### config.mk
export PLATFORM = sky130hd
export DESIGN_NAME = simd_addsub_alu
export DESIGN_NICKNAME = d
export VERILOG_FILES = /design/src/rtl/alu_pkg.sv /design/src/rtl/addsub_lane.sv /design/src/rtl/minmax_lane.sv /design/src/rtl/unpack_unit.sv /design/src/rtl/pack_unit.sv /design/src/rtl/simd_addsub_alu.sv
export SDC_FILE = /design/constraint.sdc
export NUM_CORES = 1
export LEC_CHECK = 0
export BUFFER_PORTS_ARGS = -buffer_cell sky130_fd_sc_hd__buf_2
export CAP_MARGIN = 10
export CORE_MARGIN = 3
export CORE_UTILIZATION = 60
export CTS_BUF_LIST = sky130_fd_sc_hd__clkbuf_8
export DETAILED_ROUTE_END_ITERATION = 7
export PLACE_DENSITY = 0.83
export SETUP_SLACK_MARGIN = 0.15
export SLEW_MARGIN = 20
export SYNTH_ARGS = -nofsm -noshare
export SYNTH_HDL_FRONTEND = slang
export SYNTH_SLANG_ARGS = --single-unit
### constraint.sdc
create_clock -name clk -period 0.8 [get_ports clk]
set_input_delay 0.16 -clock clk [delete_from_list [all_inputs] [get_ports clk]]
set_output_delay 0.16 -clock clk [all_outputs]
set_load 0.02 [all_outputs]
### src/rtl/alu_pkg.sv
package alu_pkg;

    localparam int OPW = 4;

    typedef enum logic [OPW-1:0] {
        OP_AS32   = 4'd0,
        OP_AS32S  = 4'd1,
        OP_AS2    = 4'd2,
        OP_AS2S   = 4'd3,
        OP_MM2    = 4'd4,
        OP_UNPLU  = 4'd5,
        OP_UNPLS  = 4'd6,
        OP_UNPHU  = 4'd7,
        OP_UNPHS  = 4'd8,
        OP_PKU    = 4'd9,
        OP_PKS    = 4'd10
    } alu_op_e;

    localparam logic [OPW-1:0] OP_LAST = OP_PKS;

endpackage

### src/rtl/addsub_lane.sv
module addsub_lane #(
    parameter int W = 16
) (
    input  logic [W-1:0] a,
    input  logic [W-1:0] b,
    input  logic         sat,
    output logic [W-1:0] sum,
    output logic [W-1:0] diff
);
    logic [W-1:0] sum_raw;
    logic [W-1:0] diff_raw;
    logic [W-1:0] clamp_v;
    logic         ovf_sum;
    logic         ovf_diff;

    always_comb begin
        sum_raw  = a + b;
        diff_raw = a - b;
        // Signed overflow: result sign disagrees with what the operand signs allow
        ovf_sum  = (a[W-1] == b[W-1]) && (sum_raw[W-1]  != a[W-1]);
        ovf_diff = (a[W-1] != b[W-1]) && (diff_raw[W-1] != a[W-1]);
        // On overflow the true result has the sign of a: negative -> most negative
        clamp_v  = {a[W-1], {(W-1){~a[W-1]}}};
        sum      = (sat && ovf_sum)  ? clamp_v : sum_raw;
        diff     = (sat && ovf_diff) ? clamp_v : diff_raw;
    end
endmodule

### src/rtl/minmax_lane.sv
module minmax_lane #(
    parameter int W = 16
) (
    input  logic [W-1:0] a,
    input  logic [W-1:0] b,
    output logic [W-1:0] mx,
    output logic [W-1:0] mn
);
    logic a_gt_b;

    always_comb begin
        a_gt_b = $signed(a) > $signed(b);
        mx     = a_gt_b ? a : b;
        mn     = a_gt_b ? b : a;
    end
endmodule

### src/rtl/unpack_unit.sv
module unpack_unit #(
    parameter int DW = 32,
    parameter int HW = 16,
    parameter int BW = 8
) (
    input  logic [DW-1:0] w,
    input  logic          hi_sel,
    input  logic          sgn,
    output logic [DW-1:0] out
);
    localparam int LANES = DW / HW;

    for (genvar g = 0; g < LANES; g++) begin : g_lane
        logic [BW-1:0] src;
        always_comb begin
            src = hi_sel ? w[(LANES + g)*BW +: BW] : w[g*BW +: BW];
            out[g*HW +: HW] = {{(HW-BW){sgn & src[BW-1]}}, src};
        end
    end
endmodule

### src/rtl/pack_unit.sv
module pack_unit #(
    parameter int DW = 32,
    parameter int HW = 16,
    parameter int BW = 8
) (
    input  logic [DW-1:0]                 a,
    input  logic [DW-1:0]                 b,
    input  logic                          sgn,
    output logic [(2*DW/HW)*BW-1:0]       out
);
    localparam int NH = 2 * DW / HW;

    logic [2*DW-1:0] ab;
    assign ab = {a, b};

    for (genvar g = 0; g < NH; g++) begin : g_half
        logic [HW-1:0] h;
        logic          fits_s;
        logic          fits_u;
        always_comb begin
            h      = ab[g*HW +: HW];
            // signed byte range: bits HW-1 .. BW-1 all equal
            fits_s = (&h[HW-1:BW-1]) | ~(|h[HW-1:BW-1]);
            // unsigned byte range: sign clear and no bits above BW-1
            fits_u = ~(|h[HW-1:BW]);
            if (sgn) begin
                out[g*BW +: BW] = fits_s ? h[BW-1:0] : {h[HW-1], {(BW-1){~h[HW-1]}}};
            end else if (h[HW-1]) begin
                out[g*BW +: BW] = '0;
            end else begin
                out[g*BW +: BW] = fits_u ? h[BW-1:0] : '1;
            end
        end
    end
endmodule

### src/rtl/simd_addsub_alu.sv
module simd_addsub_alu
    import alu_pkg::*;
#(
    parameter int DW = 32,
    parameter int HW = 16,
    parameter int BW = 8
) (
    input  logic            clk,
    input  logic            rst_n,
    input  logic            in_valid,
    input  logic [OPW-1:0]  opcode,
    input  logic [DW-1:0]   opa,
    input  logic [DW-1:0]   opb,
    output logic [2*DW-1:0] res,
    output logic            res_valid
);
    localparam int LANES = DW / HW;
    localparam int RW    = 2 * DW;
    localparam int PW    = (2 * DW / HW) * BW;

    typedef struct packed {
        logic          vld;
        logic [RW-1:0] res;
    } alu_reg_t;

    alu_reg_t st_d, st_q;

    // ---------------- datapath pieces ----------------
    logic [DW-1:0] sum_w, diff_w;
    logic [DW-1:0] sum_l, diff_l;
    logic [DW-1:0] max_l, min_l;
    logic [DW-1:0] unp_a, unp_b;
    logic [PW-1:0] pk;
    logic          unp_hi, unp_sgn;

    addsub_lane #(.W(DW)) u_word (
        .a    (opa),
        .b    (opb),
        .sat  (opcode == OP_AS32S),
        .sum  (sum_w),
        .diff (diff_w)
    );

    for (genvar g = 0; g < LANES; g++) begin : g_lane
        addsub_lane #(.W(HW)) u_as (
            .a    (opa[g*HW +: HW]),
            .b    (opb[g*HW +: HW]),
            .sat  (opcode == OP_AS2S),
            .sum  (sum_l[g*HW +: HW]),
            .diff (diff_l[g*HW +: HW])
        );
        minmax_lane #(.W(HW)) u_mm (
            .a  (opa[g*HW +: HW]),
            .b  (opb[g*HW +: HW]),
            .mx (max_l[g*HW +: HW]),
            .mn (min_l[g*HW +: HW])
        );
    end

    assign unp_hi  = (opcode == OP_UNPHU) || (opcode == OP_UNPHS);
    assign unp_sgn = (opcode == OP_UNPLS) || (opcode == OP_UNPHS);

    unpack_unit #(.DW(DW), .HW(HW), .BW(BW)) u_unp_a (
        .w (opa), .hi_sel (unp_hi), .sgn (unp_sgn), .out (unp_a)
    );
    unpack_unit #(.DW(DW), .HW(HW), .BW(BW)) u_unp_b (
        .w (opb), .hi_sel (unp_hi), .sgn (unp_sgn), .out (unp_b)
    );

    pack_unit #(.DW(DW), .HW(HW), .BW(BW)) u_pack (
        .a (opa), .b (opb), .sgn (opcode == OP_PKS), .out (pk)
    );

    // ---------------- next state ----------------
    always_comb begin
        st_d = '0;
        if (in_valid) begin
            st_d.vld = 1'b1;
            case (opcode)
                OP_AS32, OP_AS32S:   st_d.res = {sum_w, diff_w};
                OP_AS2, OP_AS2S:     st_d.res = {sum_l, diff_l};
                OP_MM2:              st_d.res = {max_l, min_l};
                OP_UNPLU, OP_UNPLS,
                OP_UNPHU, OP_UNPHS:  st_d.res = {unp_a, unp_b};
                OP_PKU, OP_PKS:      st_d.res = {{(RW-PW){1'b0}}, pk};
                default:             st_d = '0;
            endcase
        end
    end

    always_ff @(posedge clk or negedge rst_n) begin
        if (!rst_n) st_q <= '0;
        else        st_q <= st_d;
    end

    assign res       = st_q.res;
    assign res_valid = st_q.vld;

    // ---------------- assertions ----------------
    a_r1_valid_follows: assert property (@(posedge clk) disable iff (!rst_n)
        $past(rst_n) |-> (res_valid == $past(in_valid && (opcode <= OP_LAST))));

    a_r2_sum_plus_diff: assert property (@(posedge clk) disable iff (!rst_n)
        ($past(rst_n) && $past(in_valid && (opcode == OP_AS32)))
        |-> ((res[RW-1:DW] + res[DW-1:0]) == ($past(opa) << 1)));

    a_r3_sat_word_sign: assert property (@(posedge clk) disable iff (!rst_n)
        ($past(rst_n) && $past(in_valid && (opcode == OP_AS32S))
         && ($past(opa[DW-1]) == $past(opb[DW-1])))
        |-> (res[RW-1] == $past(opa[DW-1])));

    for (genvar g = 0; g < LANES; g++) begin : g_chk
        a_r5_sat_lane_sign: assert property (@(posedge clk) disable iff (!rst_n)
            ($past(rst_n) && $past(in_valid && (opcode == OP_AS2S))
             && ($past(opa[g*HW+HW-1]) == $past(opb[g*HW+HW-1])))
            |-> (res[DW+g*HW+HW-1] == $past(opa[g*HW+HW-1])));

        a_r6_max_ge_min: assert property (@(posedge clk) disable iff (!rst_n)
            ($past(rst_n) && $past(in_valid && (opcode == OP_MM2)))
            |-> ($signed(res[DW+g*HW +: HW]) >= $signed(res[g*HW +: HW])));
    end

endmodule

==> results of run 1 <==
==> metrics by stage <==
stage | worst slack, ns | instances | setup TNS, ns | hold slack, ns | utilization [%]
3_5_place_dp | -2.399 | 2095 | -140.00 | 0.1621 | 92.12
3_3_place_gp | -2.119 | 2095 | -126.54 | 0.1604 | 92.12
2_1_floorplan | -1.647 | 1344 | -98.62 | -0.1356 | -
==> logic make-up after synthesis <==
family / share of synthesized area (%)
muxes: 6.404
AOI/OAI and AO/OA: 35.53
and+or+nand+nor: 17.82
adders and majority gates: 9.273
xor gates and xnor gates: 7.351
buffers and inverters: 6.980
DFF: 16.65
==> cell usage after synthesis (all sizes together) (12+ instances only) <==
library cell	instances
nor2	103
ha	66
nor3	40
xnor2	71
o221ai	20
nand3	22
nand2	108
o31ai	18
o211ai	15
mux2i	58
nor4	23
o21ai	145
buf	49
a21o	26
nand2b	12
clkbuf	36
dfrtp	65
o21a	21
o22ai	16
inv	71
nor2b	15
a21oi	164
a31oi	30
==> results.cfg, run 1 <==
[outcome]
status = did not finish
haltStage = 4_1_cts
error = [ERROR DPL-0038] Utilization greater than 100%, impossible to legalize

[synthesis]
synthCells = 1344
async_reset_ff_share_pct = 100.0
netlist_area_sq_um = 9769
netlist.area_leader.share_pct = 16.65
synthesis.nets = 1485
post_synth.cell_area_avg_sq_um = 7.269
synth_flop_cell = dfrtp_1
ys_top_cells_by_area = dfrtp_1 17%, ha_1 8.5%, a21oi_1 8.4%, xnor2_1 6.4%, o21ai_0 6.1%
synth_cell_types = 88
ys_ff_latch = 65
synth_top_cell_by_area = dfrtp_1
seq_area_frac_synth_pct = 16.65
yosysWarningCount = 0
synth_edf_count = 0

[die]
rows = 46
start_util_pct = 61.50
die-height_microns = 133.6
dieWidth_microns = 133.6
ios = 136

[clock_network]
cts.sinks = 65
cts.path.max_buffers = 2
post_cts_buffers = 34
cts_hold_buf = 1
cts_buffers = 9
htreeDepth = 3
ctsRootBufferMaster = clkbuf_8
ctsResizeCount = 400

[placement]
placed_cell_area_sq_um = 14630
io_buffers = 135
gp_congestion = 1.182
dpl.hpwl_mm = 45.37
==> run 2: changes to the inputs <==
--- a/config.mk
+++ b/config.mk
@@ -8,11 +8,9 @@
 export BUFFER_PORTS_ARGS = -buffer_cell sky130_fd_sc_hd__buf_2
 export CAP_MARGIN = 10
 export CORE_MARGIN = 3
-export CORE_UTILIZATION = 60
-export CTS_BUF_LIST = sky130_fd_sc_hd__clkbuf_8
+export CORE_UTILIZATION = 40
 export DETAILED_ROUTE_END_ITERATION = 7
-export PLACE_DENSITY = 0.83
-export SETUP_SLACK_MARGIN = 0.15
+export PLACE_DENSITY_LB_ADDON = 0.15
 export SLEW_MARGIN = 20
 export SYNTH_ARGS = -nofsm -noshare
 export SYNTH_HDL_FRONTEND = slang
==> run 2 against run 1 <==
The flow now finishes, with violations (setup timing). Synthesized cell count stayed put. Area after synthesis is the same.
==> results.cfg, run 2 <==
[outcome]
status = finished, violations left
violations = setup timing

[grt]
grt_pass1_vias = 13920
grt_overflow = 0
grt_max_degree = 37
antenna_found_initial = 1
grt_pass1_wl_mm = 86.68
track_usage_pct = 43.62

[power]
leakage_nw = 8.172
swShare_pct = 43.03
pwr-share-clk_pct = 18.9
power_frac_comb_pct = 65.1
pwr-share-seq_pct = 15.9
intPower_mw = 12.93
peakVddDrop_mv = 0.8563
power_switching_mw = 9.769
p_per_area_nw_per_um2 = 1237

[synthesis]
synth-xor-area-share_pct = 7.351
synth_compound_area_share_pct = 35.53
synth_top_cell_by_area = dfrtp_1
netlist_area_sq_um = 9769
synth_edf_count = 0
synthSimpleGateAreaFrac_pct = 17.82
ys_top_cells_by_area = dfrtp_1 17%, ha_1 8.5%, a21oi_1 8.4%, xnor2_1 6.4%, o21ai_0 6.1%
synth_top_family_by_area = compound AO/OA/AOI/OAI gates
async_reset_ff_share_pct = 100.0
post_synth.cell_area_avg_sq_um = 7.269
synthesis.nets = 1485
yosysWarningCount = 0
synthMuxAreaShare_pct = 6.404
synthCells = 1344
netlist.area_leader.share_pct = 16.65
seq_area_frac_synth_pct = 16.65
synthAdderAreaFrac_pct = 9.273
synth_flop_cell = dfrtp_1
ys_ff_latch = 65
synth_most_common_cell = a21oi_1
synth_cell_types = 88
synthTopCellsByCount = 164 x a21oi_1, 119 x o21ai_0, 108 x nand2_1, 103 x nor2_1, 71 x xnor2_1

[timing]
fin_crit_sh_pct = 318.4
slew_viol_final = 0
holdWs_ns = 0.2856
hold_viol = 0
fin_ws_ns = -1.747
slew_headroom_pct = 54.96
rsz0062_at_grt = true
max_freq_ghz = 0.3926
setup_viol = 130
worst_slew_pin_slew_ns = 0.6736
fin_crit_ns = 2.547

[layout]
largest_reg_flops = 64
final_cell_count_no_fill = 2320
layout_commonest_cell = buf_4
num_antenna_cells = 0
final_util_pct = 77.27
fin_area_sq_um = 18350
nFillCells = 1648
nets = 2137
final_layout_size_suffix_gt1_share_pct = 53.47
area_growth_pct = 87.87
final_cell_mix = 507 x buf_4, 120 x buf_6, 111 x a21oi_1, 95 x nor2_1, 91 x nand2_1

[worst_setup_path]
crit_path_start_kind = input pin
critical_path_class = input pin to register
arrival_ns = 2.76
worst-path-max-fanout = 6
cp.required_ns = 1.01
crit_path_end_kind = register

[drt]
vias = 14690
first_iter_violations = 1966
drc_errors = 0
first_pass_iters = 6
routed_via_density = 6.333
routedWlPerCell_microns = 26.14
routed_wl_mm = 60.64
final_antenna_net_count = 0

[placement]
io_buffers = 135
place_inst = 2234
pre_cts_ws_ns = -2.214
dpl.hpwl_mm = 44.55
gp_congestion = 1.056
placed_cell_area_sq_um = 15050

[clock_network]
tritoncts = done
path_clk_slew_ns = 0.06
cts.path.max_buffers = 2
htreeDepth = 3
cts.sinks = 65
ctsRootBufferMaster = clkbuf_16
cts_buffers = 9

[die]
start_util_pct = 41.13
rows = 56
dieWidth_microns = 162.3
core-area_sq_um = 23750
ios = 136
die_area_sq_um = 26330
die-height_microns = 162.3

[worst_hold_path]
hold_class = input pin to register

[run]
maxCapViolCount = 0
run 2: logic make-up (layout without fill, tap and decap cells):
logic type / after synthesis / in the layout
buf+inv: 156 / 813
compound gates: 539 / 539
flops: 65 / 65
fa+ha+maj: 70 / 70
xor+xnor: 82 / 82
mux: 62 / 62
simple gates: 370 / 370
run 2: metal layers:
layer	routed length, microns	track usage, %	share of wire (%)
met5	0	0	0
met4	2998	15.28	4.9
met3	8070	12.34	13
met2	25370	64.78	42
met1	24200	60.46	40
run 2: worst paths after layout:
path                           end  slack, ns  startpoint  cells past startpoint
max                        res[40]      -1.75      opa[0]                     16
min                        res[51]       0.29    in_valid                      4
max in group asynchronous  res[42]       0.24       rst_n                      3
min in group asynchronous  res[60]       0.33       rst_n                      3
run 2: repair_timing:
action / CTS / global route
setup endpoints to repair: 130 / 130
hold endpoints to repair: 65 / 0
gates resized for setup: 391 / 201
hold buffers: 1 / 0
pin swaps: 92 / 113
gates cloned: 9 / 1
setup buffers: 49 / 31
run 2: layout make-up:
| type | count | area (sq um) | area share, % |
|---|---|---|---|
| Clock buffer | 10 | 229.0 | 1.248 |
| Clock inverter | 6 | 68.82 | 0.3749 |
| Inverter | 71 | 329.1 | 1.793 |
| Multi-Input combinational cell | 1123 | 9400 | 51.22 |
| Sequential cell | 65 | 1627 | 8.862 |
| Tap cell | 319 | 399.1 | 2.175 |
| Timing Repair Buffer | 726 | 6301 | 34.33 |
run 2: power groups by stage:
stage               logic [mW]  clock network (mW)  registers (mW)
floorplan                 5.50                   0            3.90
global placement          11.2                   0            3.62
detailed placement        11.3                   0            3.61
CTS                       13.3                4.28            3.61
global route              15.3                4.38            3.63
finish                    14.8                4.30            3.62
run 2: metrics by stage:
stage	setup TNS, ns	power (mW)
2_1_floorplan	-98.62	9.402
3_3_place_gp	-130.82	14.85
3_5_place_dp	-133.42	14.94
4_1_cts	-117.26	21.15
5_1_grt	-122.68	23.31
6_report	-118.16	22.70
run 2: critical path: stages:
cell and delay [ns]:
buf_8 0.10, buf_6 0.12, inv_12 0.05, ha_4 0.12
fa_2 0.21, nand2b_4 0.14, a21oi_4 0.07, o41a_4 0.51
a31oi_4 0.19, o22ai_4 0.14, buf_12 0.18, buf_6 0.12
nand2_2 0.06, o21ai_2 0.05, a222oi_1 0.38, a21oi_1 0.15
Note: power is estimated with default switching activity, not from simulation.
==> run 3: changes to the inputs <==
--- a/config.mk
+++ b/config.mk
@@ -7,8 +7,8 @@
 export LEC_CHECK = 0
 export BUFFER_PORTS_ARGS = -buffer_cell sky130_fd_sc_hd__buf_2
 export CAP_MARGIN = 10
-export CORE_MARGIN = 3
-export CORE_UTILIZATION = 40
+export CORE_MARGIN = 5
+export CORE_UTILIZATION = 60
 export DETAILED_ROUTE_END_ITERATION = 7
 export PLACE_DENSITY_LB_ADDON = 0.15
 export SLEW_MARGIN = 20
==> run 3 against run 2 <==
The run now fails in 4_1_cts. Synthesized cell count is the same. Area after synthesis unchanged.
==> results.cfg, run 3 <==
[outcome]
status = did not finish
haltStage = 4_1_cts
error = [ERROR DPL-0038] Utilization greater than 100%, impossible to legalize

[die]
dieWidth_microns = 137.6
rows = 46
die-height_microns = 137.6
ios = 136
start_util_pct = 61.28

[synthesis]
synth_cell_types = 88
netlist_area_sq_um = 9769
synthesis.nets = 1485
netlist.area_leader.share_pct = 16.65
synth_flop_cell = dfrtp_1
seq_area_frac_synth_pct = 16.65
post_synth.cell_area_avg_sq_um = 7.269
synth_top_cell_by_area = dfrtp_1
async_reset_ff_share_pct = 100.0
synthCells = 1344
yosysWarningCount = 0
synth_edf_count = 0
synth_most_common_cell = a21oi_1
ys_top_cells_by_area = dfrtp_1 17%, ha_1 8.5%, a21oi_1 8.4%, xnor2_1 6.4%, o21ai_0 6.1%
ys_ff_latch = 65
synthTopCellsByCount = 164 x a21oi_1, 119 x o21ai_0, 108 x nand2_1, 103 x nor2_1, 71 x xnor2_1

[clock_network]
post_cts_buffers = 83
cts.sinks = 65
ctsResizeCount = 467
cts.path.max_buffers = 2
cts_hold_buf = 1
ctsRootBufferMaster = clkbuf_16
htreeDepth = 3
cts_buffers = 9

[placement]
io_buffers = 135
gp_congestion = 1.205
dpl.hpwl_mm = 44.17
[run 3: logic make-up after synthesis]
| group | count (synthesis) | share of synthesized area, % |
|---|---|---|
| DFF | 65 | 16.65 |
| buffers and inverters | 156 | 6.980 |
| xor gates and xnor gates | 82 | 7.351 |
| AOI/OAI and AO/OA | 539 | 35.53 |
| adders and majority gates | 70 | 9.273 |
| muxes | 62 | 6.404 |
| and+or+nand+nor | 370 | 17.82 |
[run 3: metrics by stage]
stage / hold slack (ns) / setup WS (ns) / area (sq um) / std cells
floorplan: -0.1356 / -1.647 / 10380 / 1344
global placement: 0.1765 / -2.123 / 14540 / 2084
detailed placement: 0.1756 / -2.339 / 14540 / 2084
